$ cat src/rtl/ppdma_pkg.sv
package ppdma_pkg;
  localparam logic [15:0] CMD_ARM  = 16'h9800;
  localparam logic [15:0] CMD_HALT = 16'h1100;
  localparam logic [15:0] CMD_ACK  = 16'h0100;
  localparam logic [15:0] CTL_HOLD = 16'h8800;
  localparam logic [15:0] CTL_RUN  = 16'h0400;
  localparam logic [15:0] CTL_OFF  = 16'h1000;

  typedef enum logic [1:0] {
    FLD_BASE = 2'd0,
    FLD_LEN  = 2'd1,
    FLD_CMD  = 2'd2,
    FLD_NONE = 2'd3
  } fld_e;
endpackage

$ cat src/rtl/ppdma_chan.sv
module ppdma_chan
  import ppdma_pkg::*;
#(
  parameter bit IS_RX  = 1'b1,
  parameter int AW     = 32,
  parameter int LW     = 16,
  parameter int STRIDE = 1536
) (
  input  logic          clk,
  input  logic          rst_n,
  input  logic          reg_we,
  input  logic [3:0]    reg_word,
  input  logic [AW-1:0] reg_wdata,
  input  logic          src_valid,
  output logic          req_valid,
  input  logic          req_ready,
  output logic [AW-1:0] req_addr,
  output logic [LW-1:0] req_len,
  input  logic          req_err,
  output logic [15:0]   status,
  output logic [LW-1:0] left0,
  output logic [LW-1:0] left1,
  output logic          flag
);
  localparam int NSET = 2;

  logic        ctl_we, set_we, sel, hold;
  fld_e        fld;
  logic [15:0] wcmd;
  logic        run_q, act_q, done_q, err_q;
  logic        go, hs, last;
  logic [NSET-1:0]         armed_v;
  logic [NSET-1:0][AW-1:0] cur_v;
  logic [NSET-1:0][LW-1:0] cnt_v;

  assign wcmd   = reg_wdata[15:0];
  assign ctl_we = reg_we && reg_word[3];
  assign set_we = reg_we && !reg_word[3];
  assign sel    = reg_word[2];
  assign fld    = fld_e'(reg_word[1:0]);
  assign hold   = ctl_we && (wcmd == CTL_HOLD);

  assign go        = run_q && !err_q && armed_v[act_q];
  assign req_valid = go && src_valid;
  assign hs        = req_valid && req_ready;
  assign last      = IS_RX ? (cnt_v[act_q] == LW'(1)) : 1'b1;
  assign req_addr  = cur_v[act_q];
  assign req_len   = IS_RX ? LW'(STRIDE) : cnt_v[act_q];

  for (genvar g = 0; g < NSET; g++) begin : g_set
    logic [AW-1:0] base_q, cur_q;
    logic [LW-1:0] len_q, cnt_q;
    logic          arm_q;
    logic          wr_me, upd_me;

    assign wr_me  = set_we && (sel == g[0]);
    assign upd_me = hs && (act_q == g[0]);

    always_ff @(posedge clk or negedge rst_n) begin
      if (!rst_n) begin
        base_q <= '0;
        cur_q  <= '0;
        len_q  <= '0;
        cnt_q  <= '0;
        arm_q  <= 1'b0;
      end else if (hold) begin
        arm_q <= 1'b0;
        cnt_q <= '0;
      end else begin
        if (wr_me) begin
          case (fld)
            FLD_BASE: base_q <= reg_wdata;
            FLD_LEN:  len_q  <= reg_wdata[LW-1:0];
            FLD_CMD: begin
              if (wcmd == CMD_ARM && len_q != '0) begin
                arm_q <= 1'b1;
                cur_q <= base_q;
                cnt_q <= len_q;
              end else if (wcmd == CMD_HALT) begin
                arm_q <= 1'b0;
              end
            end
            default: ;
          endcase
        end
        if (upd_me) begin
          cur_q <= cur_q + AW'(STRIDE);
          cnt_q <= last ? '0 : cnt_q - LW'(1);
          if (last) arm_q <= 1'b0;
        end
      end
    end

    assign armed_v[g] = arm_q;
    assign cur_v[g]   = cur_q;
    assign cnt_v[g]   = cnt_q;
  end

  always_ff @(posedge clk or negedge rst_n) begin
    if (!rst_n) begin
      run_q  <= 1'b0;
      act_q  <= 1'b0;
      done_q <= 1'b0;
      err_q  <= 1'b0;
    end else if (hold) begin
      run_q  <= 1'b0;
      act_q  <= 1'b0;
      done_q <= 1'b0;
      err_q  <= 1'b0;
    end else begin
      if (ctl_we && wcmd == CTL_RUN) run_q <= 1'b1;
      if (ctl_we && wcmd == CTL_OFF) run_q <= 1'b0;
      if (set_we && fld == FLD_CMD && wcmd == CMD_ACK) done_q <= 1'b0;
      if (req_err) err_q <= 1'b1;
      if (hs && last) begin
        done_q <= 1'b1;
        act_q  <= ~act_q;
      end
    end
  end

  assign status = {~run_q, 1'b0, err_q, 4'b0, done_q, 5'b0, armed_v, act_q};
  assign left0  = cnt_v[0];
  assign left1  = cnt_v[1];
  assign flag   = done_q || err_q;

  // a hold leaves both sets disarmed and the fault cleared
  p_hold_clears_r10: assert property (@(posedge clk) disable iff (!rst_n)
    hold |=> (armed_v == '0) && !status[13] && !status[8]);

  // an error pulse blocks requests from the next cycle on
  p_err_blocks_r10: assert property (@(posedge clk) disable iff (!rst_n)
    req_err |=> !req_valid);

  // an armed partner is served with no idle cycle
  p_switch_r7: assert property (@(posedge clk) disable iff (!rst_n)
    (hs && last && armed_v[!act_q] && !reg_we && !req_err)
      |=> (req_valid || !src_valid));

  // a stalled request keeps its address
  p_hold_req_r12: assert property (@(posedge clk) disable iff (!rst_n)
    (req_valid && !req_ready && !reg_we && !req_err)
      |=> (req_valid || !src_valid) && (req_addr == $past(req_addr)));

  // a non-final slot costs exactly one count and keeps the set
  p_count_r4: assert property (@(posedge clk) disable iff (!rst_n)
    (hs && !last && !reg_we)
      |=> (act_q == $past(act_q)) && (req_addr == $past(req_addr) + AW'(STRIDE)));
endmodule

$ cat src/rtl/ppdma_top.sv
module ppdma_top
  import ppdma_pkg::*;
#(
  parameter int AW     = 32,
  parameter int LW     = 16,
  parameter int STRIDE = 1536
) (
  input  logic          clk,
  input  logic          rst_n,
  input  logic          reg_we,
  input  logic [4:0]    reg_word,
  input  logic [AW-1:0] reg_wdata,
  input  logic          rx_frm_valid,
  output logic          rx_frm_ready,
  output logic          rxw_valid,
  input  logic          rxw_ready,
  output logic [AW-1:0] rxw_addr,
  output logic [LW-1:0] rxw_len,
  input  logic          rxw_err,
  output logic          txr_valid,
  input  logic          txr_ready,
  output logic [AW-1:0] txr_addr,
  output logic [LW-1:0] txr_len,
  input  logic          txr_err,
  output logic [15:0]   rx_status,
  output logic [15:0]   tx_status,
  output logic [LW-1:0] rx_left0,
  output logic [LW-1:0] rx_left1,
  output logic [LW-1:0] tx_left0,
  output logic [LW-1:0] tx_left1,
  output logic          irq
);
  logic rx_we, tx_we, rx_flag, tx_flag;

  assign rx_we = reg_we && !reg_word[4];
  assign tx_we = reg_we &&  reg_word[4];

  ppdma_chan #(.IS_RX(1'b1), .AW(AW), .LW(LW), .STRIDE(STRIDE)) u_rx (
    .clk(clk), .rst_n(rst_n), .reg_we(rx_we), .reg_word(reg_word[3:0]),
    .reg_wdata(reg_wdata), .src_valid(rx_frm_valid), .req_valid(rxw_valid),
    .req_ready(rxw_ready), .req_addr(rxw_addr), .req_len(rxw_len),
    .req_err(rxw_err), .status(rx_status), .left0(rx_left0),
    .left1(rx_left1), .flag(rx_flag)
  );

  ppdma_chan #(.IS_RX(1'b0), .AW(AW), .LW(LW), .STRIDE(STRIDE)) u_tx (
    .clk(clk), .rst_n(rst_n), .reg_we(tx_we), .reg_word(reg_word[3:0]),
    .reg_wdata(reg_wdata), .src_valid(1'b1), .req_valid(txr_valid),
    .req_ready(txr_ready), .req_addr(txr_addr), .req_len(txr_len),
    .req_err(txr_err), .status(tx_status), .left0(tx_left0),
    .left1(tx_left1), .flag(tx_flag)
  );

  assign rx_frm_ready = rxw_valid && rxw_ready;
  assign irq          = rx_flag || tx_flag;

  // the interrupt never fires while both directions are clean
  p_irq_src_r9: assert property (@(posedge clk) disable iff (!rst_n)
    irq |-> (rx_status[8] || rx_status[13] || tx_status[8] || tx_status[13]));
endmodule

$ cat config.mk
export PLATFORM = sky130hd
export DESIGN_NAME = ppdma_top
export DESIGN_NICKNAME = d
export VERILOG_FILES = /design/src/rtl/ppdma_pkg.sv /design/src/rtl/ppdma_chan.sv /design/src/rtl/ppdma_top.sv
export SDC_FILE = /design/constraint.sdc
export NUM_CORES = 1
export LEC_CHECK = 0
export ABC_AREA = 1
export BUFFER_PORTS_ARGS = -buffer_cell sky130_fd_sc_hd__buf_2
export CORE_MARGIN = 4
export CORE_UTILIZATION = 40
export DETAILED_ROUTE_END_ITERATION = 6
export PLACE_DENSITY = 0.63
export SYNTH_ARGS = -nofsm -noshare
export SYNTH_HDL_FRONTEND = slang
export SYNTH_HIERARCHICAL = 1
export SYNTH_SLANG_ARGS = --single-unit
$ cat constraint.sdc
create_clock -name clk -period 2.2 [get_ports clk]
set_input_delay 0.22 -clock clk [delete_from_list [all_inputs] [get_ports clk]]
set_output_delay 0.22 -clock clk [all_outputs]
set_load 0.02 [all_outputs]
==> results of run 1 <==
## metal layers
layer / vias to the layer above / share of wire [%] / GRT usage (%)
li1: 10092 / - / -
met1: 9415 / 47 / 34.21
met2: 650 / 45 / 36.52
met3: 83 / 6.5 / 3.462
met4: 0 / 1.8 / 5.182
met5: - / 0 / 0
## worst min-delay path, stage by stage
cell and delay, ns:
buf_2 0.14, nand4_1 0.14, a21oi_1 0.08
## area by class of cell
class,instances,area (sq um),area share (%)
Inverter,270,1015,3.927
Sequential cell,396,9912,38.36
Multi-Input combinational cell,2322,10100,39.08
Tap cell,696,870.8,3.370
Antenna cell,2,5.005,0.01937
Timing Repair Buffer,329,2252,8.716
Clock inverter,18,342.8,1.327
Clock buffer,63,1345,5.205
## flip-flops by register name, indices dropped and copies added, names as in the netlist, 2 cells and up
| signal | cells |
|---|---|
| u_tx/g_set.base_q | 64 |
| u_tx/g_set.cur_q | 64 |
| u_rx/g_set.arm_q | 2 |
| u_tx/g_set.len_q | 32 |
| u_tx/left0 | 16 |
| u_rx/left0 | 16 |
| u_rx/left1 | 16 |
| u_rx/g_set.base_q | 64 |
| u_tx/g_set.arm_q | 2 |
| u_tx/left1 | 16 |
| u_rx/g_set.cur_q | 64 |
| u_rx/g_set.len_q | 32 |
## cells in the final DEF (no fill, tap or decap), types with 12 or more instances in the layout
cell           netlist  final
nand2_1           1353   1351
dfrtp_1            396    394
o21ai_0            306    301
nor2_1             277    273
inv_1              252    251
buf_2               29    201
nand3_1            149    147
buf_4               54     80
clkbuf_16            0     46
conb_1               4     37
dlygate4sd3_1        0     31
xor2_1              28     28
o21ai_1             19     23
nand4_1             20     20
a21oi_1             20     20
inv_2               17     18
nand3b_1            17     17
buf_12               0     16
xnor2_1             14     14
clkbuf_8             0     13
nor2_2               7     12
## where the power goes
group	total, uW	leakage (uW)	switching [uW]	internal, uW
clock	8540	0.000833	3300	5240
sequential	8450	0.00523	482	7970
combinational	1780	0.00767	1100	679
## worst paths after layout
check | startpoint | endpoint | slack, ns | cells past startpoint
min in group asynchronous | rst_n | u_rx/left0[8] | 0.14 | 2
hold / removal | rxw_ready | u_rx/done_q | 0.04 | 3
max in group asynchronous | rst_n | u_tx/act_q | 1.25 | 3
hold reg to reg | u_rx/g_set[0].cur_q[5] | u_rx/g_set[0].cur_q[5] | 0.48 | 2
setup reg to reg | u_rx/act_q | u_rx/left1[3] | 0.17 | 10
setup / recovery | u_tx/act_q | txr_addr[13] | 0.08 | 4
## kinds of logic (layout without fill, tap and decap cells)
kind of cell	Yosys count	in the layout
buf+inv	428	680
simple gates	1876	1877
flops	396	396
other cells	4	39
compound gates	360	360
fa+ha+maj	6	6
xor+xnor	42	42
## stage by stage
stage	instances	TNS (ns)	total power (uW)
final	4096	0	18770
after global placement	3979	-0.09049	10260
after floorplan	3145	0	9554
after detailed placement	3979	-0.1504	10300
after CTS	4091	0	18920
after global routing	4096	-0.02107	19600
## timing repair
action / CTS / global route
endpoints found under the setup margin: 49 / 52
hold buffers: 31 / 0
setup buffers: 0 / 2
pin swaps: 0 / 1
gates resized for setup: 8 / 12
cloned: 0 / 1
hold endpoints to repair: 209 / 0
==> metrics, run 1 <==
status=finished clean; CTS tree=yes; Critical Path, Cell by Cell=inv_2, buf_12, o21ai_0, buf_2; dpl ws=-0.04428 ns; Worst Clk Skew=approximately 0.026 ns; sequential share of the synthesized area=between 40% and 50%; starting density of the core=roughly two fifths; gpl congestion=between 0.8 and 0.9; Worst setup EP type=output pin; die area=58100 sq um; Yosys cell types=38; worst slew pin tran=0.7564 ns; Hold/Removal Path Class=in2reg; Synth Register Bits=about 400; Vias=slightly above 20000; core area=about 54000 sq um; critical path arrival=1.90 ns; number of global-route vias before repair=between 15000 and 20000; latest clock arrival within the worst-skew pair=roughly 0.6 ns; Worst path top cell family by delay=buffers and inverters; count of pins over their slew limit=0; crit share post-route=96.59%; area share of the largest cell type after synthesis=a little under half; Synth area leader=dfrtp_1; final core utilization=48.02%; # rows=85; drt pass-1 iters=5; vias per cell=about 4.9; Max Fclk=between 0.4 and 0.5 GHz; buffers added on ports=a little over 200; Reg clk slew, reported paths=approximately 0.060 ns; Post-Syn Instances=3112; ys flop type=dfrtp_1; gr ovfl total=0; number of synthesized flops with an enable pin=0; routed len/inst=16.64 microns; min Tclk post-route=~2.1 ns; area grow syn2layout=18.96%; Post-Synth Adder-Cell Area=less than 1%; Final Net Count=between 3000 and 4000; worst path required time=just under 2 ns; Max IR drop VDD=0.0005294 V; compound-gate portion of the synthesized area=under 10%; placed wire-length estimate=a little under 50 mm; Worst setup SP type=flip-flop; CTS Root Cell=clkbuf_16; Rel. slew slack=between 40% and 50%; DRC=0; DR iter-0 viols=~1900; Power Density=726.4 nW/um^2; most frequent cell after synthesis=nand2_1; Synth Area in XOR/XNOR=roughly 1.7%; CTS max path bufs=3; Simple-Gate Fraction of Synth Area=35.02%; Clock Sinks=396; syn_area_per_cell=6.980 sq um; area post-placement=approximately 24000 sq um; Synth top cells by count=nand2_1 (1353), dfrtp_1 (396), o21ai_0 (306); share of cells above drive strength 1=about an eighth; cts bufs inserted=between 40 and 50; total of max-cap violations=0; crit-path max FO=39; largest net degree at the start of global routing=75; Synth warnings=6; Area contributors post-synth=dfrtp_1 (46%), nand2_1 (23%), o21ai_0 (7.1%), nor2_1 (4.8%), inv_1 (4.4%); leakage=between 0.01 and 0.015 uW; total wire length=68.17 mm; die width=241.0 microns; io pins=~240; post-synthesis mux area share=0%; setup ws final=roughly 0.075 ns; largest family of logic cells by synthesized area=simple AND/OR/NAND/NOR gates; # setup viols final=0; final hold viol count=0; post-route cell area=between 20000 and 30000 sq um; Cell Area, Synth=approximately 22000 sq um; Crit Path Class=reg2out; antenna violations before repair=3; slowest stage cell, crit path=dfrtp_2; ys async rst share=between 90% and 100%; Post-DRT Antenna Nets=0; Critical Path Max Stage Delay=0.47 ns; filler instances=approximately 5400; crit path buf inv count=3; Hold WS=approximately 0.035 ns; Die H=between 200 and 250 microns; Total GRT Usage=a little under a quarter; H-Tree Depth=2; first-pass GRT wire length=roughly 110 mm; unrepaired setup endpoints after global routing=true
(Power assumes the default switching activity.)
==> inputs of run 2 (changes only) <==
- CORE_UTILIZATION: 40 -> 50
- PLACE_DENSITY: 0.63 -> 0.75
==> metrics, run 2 (synthesis gave the netlist of run 1 again) <==
Critical Path Max Stage Delay=~0.46 ns; CTS Root Cell=clkbuf_16; worst path required time=between 1.5 and 2 ns; critical path arrival=just under 2 ns; io pins=between 200 and 250; final hold viol count=0; Worst Clk Skew=roughly 0.023 ns; total of max-cap violations=0; H-Tree Depth=2; Post-DRT Antenna Nets=0; Critical Path, Cell by Cell=buf_6, o21ai_0, buf_2; leakage=between 0.01 and 0.015 uW; CTS max path bufs=3; cts bufs inserted=between 40 and 50; DRC=0; largest net degree at the start of global routing=66; unrepaired setup endpoints after global routing=false; Post-CTS Setup Inserts=0; number of global-route vias before repair=19251; Total GRT Usage=27.25%; Vias=roughly 20000; most common cell after layout, fill and taps aside=nand2_1; Final Net Count=~3400; crit share post-route=between 90% and 100%; worst slew pin tran=approximately 0.76 ns; final core utilization=between 50% and 60%; # rows=76; gr ovfl total=0; antenna violations before repair=1; status=finished clean; buffers added on ports=about 200; DR iter-0 viols=~2200; Max IR drop VDD=roughly 0.0005 V; total wire length=about 64 mm; Crit Path Class=reg2out; routed len/inst=roughly 16 microns; die area=~47000 sq um; Reg2Reg Setup Slack=0.16 ns; commonest cells after routing, fill and taps aside=nand2_1 (1351), dfrtp_1 (394), o21ai_0 (303); share of cells above drive strength 1=12.71%; Rel. slew slack=roughly half; Power Density=705.7 nW/um^2; core area=roughly 43000 sq um; min Tclk post-route=2.173 ns; Worst path top cell family by delay=buffers and inverters; slowest stage cell, crit path=dfrtp_2; placed wire-length estimate=46.08 mm; crit-path max FO=43; crit path buf inv count=2; starting density of the core=between 50% and 60%; count of pins over their slew limit=0; Worst setup EP type=output pin; Hold/Removal Path Class=in2reg; Reg clk slew, reported paths=about 0.06 ns; Clock Sinks=slightly below 400; gpl congestion=roughly 0.94; die width=about 220 microns; Max Fclk=between 0.4 and 0.5 GHz; first-pass GRT wire length=just over 100 mm; # setup viols final=0; Worst setup SP type=flip-flop; vias per cell=5.154; Die H=216.4 microns; drt pass-1 iters=5; setup_tns=0 ns; CTS tree=yes; latest clock arrival within the worst-skew pair=0.59 ns; area grow syn2layout=17.09%; Tot Pwr=approximately 18000 uW
## run 2: final cells by class
class                      instances  area (sq um)
antenna                            1         2.502
clock buffer                      63          1255
clock inverter                    18         249.0
fill                            4058         17550
inverter                         270          1015
multi-input combinational       2321         10080
sequential                       396          9912
tap                              585         732.0
timing repair buffer             323          2185
## run 2: per-layer routing
layer | vias up | track usage, % | share of wire (%)
li1 | 10085 | - | -
met1 | 9530 | 39.86 | 44
met2 | 789 | 42.57 | 45
met3 | 95 | 4.627 | 8.0
met4 | 0 | 6.827 | 2.2
met5 | - | 0 | 0
## run 2: worst paths after layout
check | cells after the start | to | startpoint
setup / recovery | 3 | txr_addr[10] | u_tx/act_q
hold / removal | 4 | u_rx/g_set[1].len_q[4] | reg_wdata[4]
setup reg to reg | 11 | u_tx/left1[13] | u_tx/err_q
hold reg to reg | 2 | u_rx/g_set[0].base_q[1] | u_rx/g_set[0].base_q[1]
max in group asynchronous | 3 | u_rx/act_q | rst_n
min in group asynchronous | 2 | u_rx/g_set[0].cur_q[28] | rst_n
## run 2: report_power, final
part           switching (uW)  leakage [uW]  total, uW  internal, uW
combinational            1130       0.00762       1810           685
sequential                478       0.00523       8450          7970
clock                    3180      0.000712       7690          4500
total                    4790        0.0136      17900         13200
## run 2: tightest hold or removal path, cell delays in order
cell,delay (ns)
buf_2,0.12
buf_4,0.14
nand2_1,0.05
o21ai_0,0.06
## run 2: metrics by stage
stage	area, sq um	instances	hold slack (ns)	setup slack [ns]
finish	25430	3977	0.04277	0.02670
global route	25430	3977	0.04608	0.001225
CTS	25390	3976	0.01302	0.002253
detailed placement	23550	3862	0.1782	0.08275
global placement	23550	3862	0.1765	0.1257
floorplan	21850	3145	-0.07559	0.4315
## run 2: what timing repair did
item / 4_1_cts / 5_1_grt
endpoints found under the hold margin: 333 / 0
hold buffers: 33 / 0
gates resized for setup: 2 / 13
setup endpoints to repair: 15 / 88
==> inputs of run 3 (changes only) <==
--- a/constraint.sdc
+++ b/constraint.sdc
@@ -3,2 +3,2 @@
 set_output_delay 0.22 -clock clk [all_outputs]
-set_load 0.02 [all_outputs]
+set_load 0.1 [all_outputs]
==> metrics, run 3 (synthesis gave the netlist of run 1 again) <==
gr ovfl total=0; min Tclk post-route=between 2 and 2.5 ns; Clock power frac=between 40 and 50%; gpl congestion=~0.95; Power Density=approximately 680 nW/um^2; Clock Sinks=just under 400; CTS max path bufs=3; final instance count without filler cells=about 4000; first-pass GRT wire length=approximately 110 mm; DRC=0; post-route cell area=around 26000 sq um; number of global-route vias before repair=19349; # setup viols final=0; area post-placement=24360 sq um; Seq pwr share=between 40 and 50%; total of max-cap violations=0; Placed Cells=3864; status=finished clean; Max IR drop VDD=between 0.0006 and 0.0007 V; die area=46840 sq um; Worst setup SP type=flip-flop; H-Tree Depth=2; met1 track demand over resource=40.16%; switching power as a share of total power=27.33%; CTS Root Cell=clkbuf_16; Critical Path, Cell by Cell=inv_1, clkbuf_16, nand2_1, o21ai_2, buf_12; Worst path top cell family by delay=buffers and inverters; count of pins over their slew limit=0; Most Crowded Layer GR=met2; Max Fclk=0.4551 GHz; met3 Track Usage GR=~4.2%; M2 GR Usage=between 40% and 50%; Hold/Removal Path Class=in2reg; Crit Path Class=reg2out; area grow syn2layout=21.81%; largest net degree at the start of global routing=67; Post-DRT Antenna Nets=0; DR iter-0 viols=2111; commonest cells after routing, fill and taps aside=nand2_1 (1351), dfrtp_1 (390), nor2_1 (270); leakage=approximately 0.014 uW; die width=216.4 microns; Rel. slew slack=48.41%; Reg clk slew, reported paths=around 0.06 ns; Vias=between 20000 and 25000; share of cells above drive strength 1=between 10 and 15%; Die H=between 200 and 250 microns; Comb power frac=between 10% and 20%; cts bufs inserted=43; # rows=between 70 and 80; drt pass-1 iters=5; Critical Path Max Stage Delay=0.47 ns; crit share post-route=between 90% and 100%; most common cell after layout, fill and taps aside=nand2_1; latest clock arrival within the worst-skew pair=between 0.5 and 0.6 ns; Total GRT Usage=27.83%; starting density of the core=between 50% and 60%; Worst setup EP type=output pin; routed len/inst=about 17 microns; vias per cell=roughly 5.2; final hold viol count=0; final core utilization=approximately three fifths; total wire length=about 66 mm; Final Net Count=around 3400; worst slew pin tran=between 0.7 and 0.8 ns; Psw=4953 uW; crit path buf inv count=3; buffers added on ports=roughly 200; core area=roughly 43000 sq um; io pins=~240; slowest stage cell, crit path=dfrtp_2; CTS tree=yes; Worst Clk Skew=roughly 0.013 ns; antenna violations before repair=3; worst path required time=around 2.0 ns; critical path arrival=between 1.5 and 2 ns; unrepaired setup endpoints after global routing=true; placed wire-length estimate=46.88 mm; internal power=13170 uW; crit-path max FO=20
run 3: area by class of cell:
cell class	instances	area, sq um
tap	585	732.0
clock buffer	56	1215
fill	3895	16520
antenna	3	7.507
clock inverter	24	276.5
timing repair buffer	330	3005
sequential	396	9917
multi-input combinational	2322	10280
inverter	270	1022
run 3: stage by stage:
step	setup WS [ns]	hold slack (ns)	power [uW]	TNS (ns)
CTS	0.0004978	0.02107	18230	0
floorplan	-0.2106	-0.07559	9768	-2.376
finish	0.002807	0.05286	18120	0
global placement	0.07007	0.1763	10440	0
detailed placement	0.03586	0.1798	10500	0
global route	-0.04417	0.06225	18940	-0.3117
run 3: final timing paths:
kind	startpoint	endpoint	slack, ns	cells after the start
worst max-delay path	u_tx/act_q	txr_addr[0]	0.003	5
worst min-delay path	reg_wdata[14]	u_rx/run_q	0.05	4
worst max register to register	u_rx/act_q	u_rx/left1[4]	0.14	12
worst min register to register	u_rx/g_set[1].base_q[17]	u_rx/g_set[1].base_q[17]	0.48	2
max in group asynchronous	rst_n	u_tx/g_set[0].cur_q[23]	1.30	3
min in group asynchronous	rst_n	u_rx/left1[15]	0.18	2
run 3: worst reg2reg max path, delay by kind of cell (launching register included):
family | cells | cell delay, ns
buffers and inverters | 3 | 0.60
and+or+nand+nor | 9 | 0.90
DFF | 1 | 0.46
run 3: repair_timing:
action	4_1_cts	5_1_grt
hold buffers	34	0
buffers inserted	0	2
hold endpoints to repair	250	0
setup endpoints to repair	40	113
gates cloned	1	2
gates resized for setup	35	34
pin swaps	0	1
run 3: layer usage:
layer	up-vias	part of all wire, %
met5	-	0
met4	0	2.8
met3	110	7.5
met2	774	46
met1	9654	44
li1	10105	-
run 3: power groups by stage:
stage	Clock, uW	Sequential, uW	Combinational [uW]
floorplan	0	8380	1390
global placement	0	8520	1920
detailed placement	0	8540	1960
CTS	7780	8420	2030
global route	8110	8510	2320
finish	7650	8430	2040
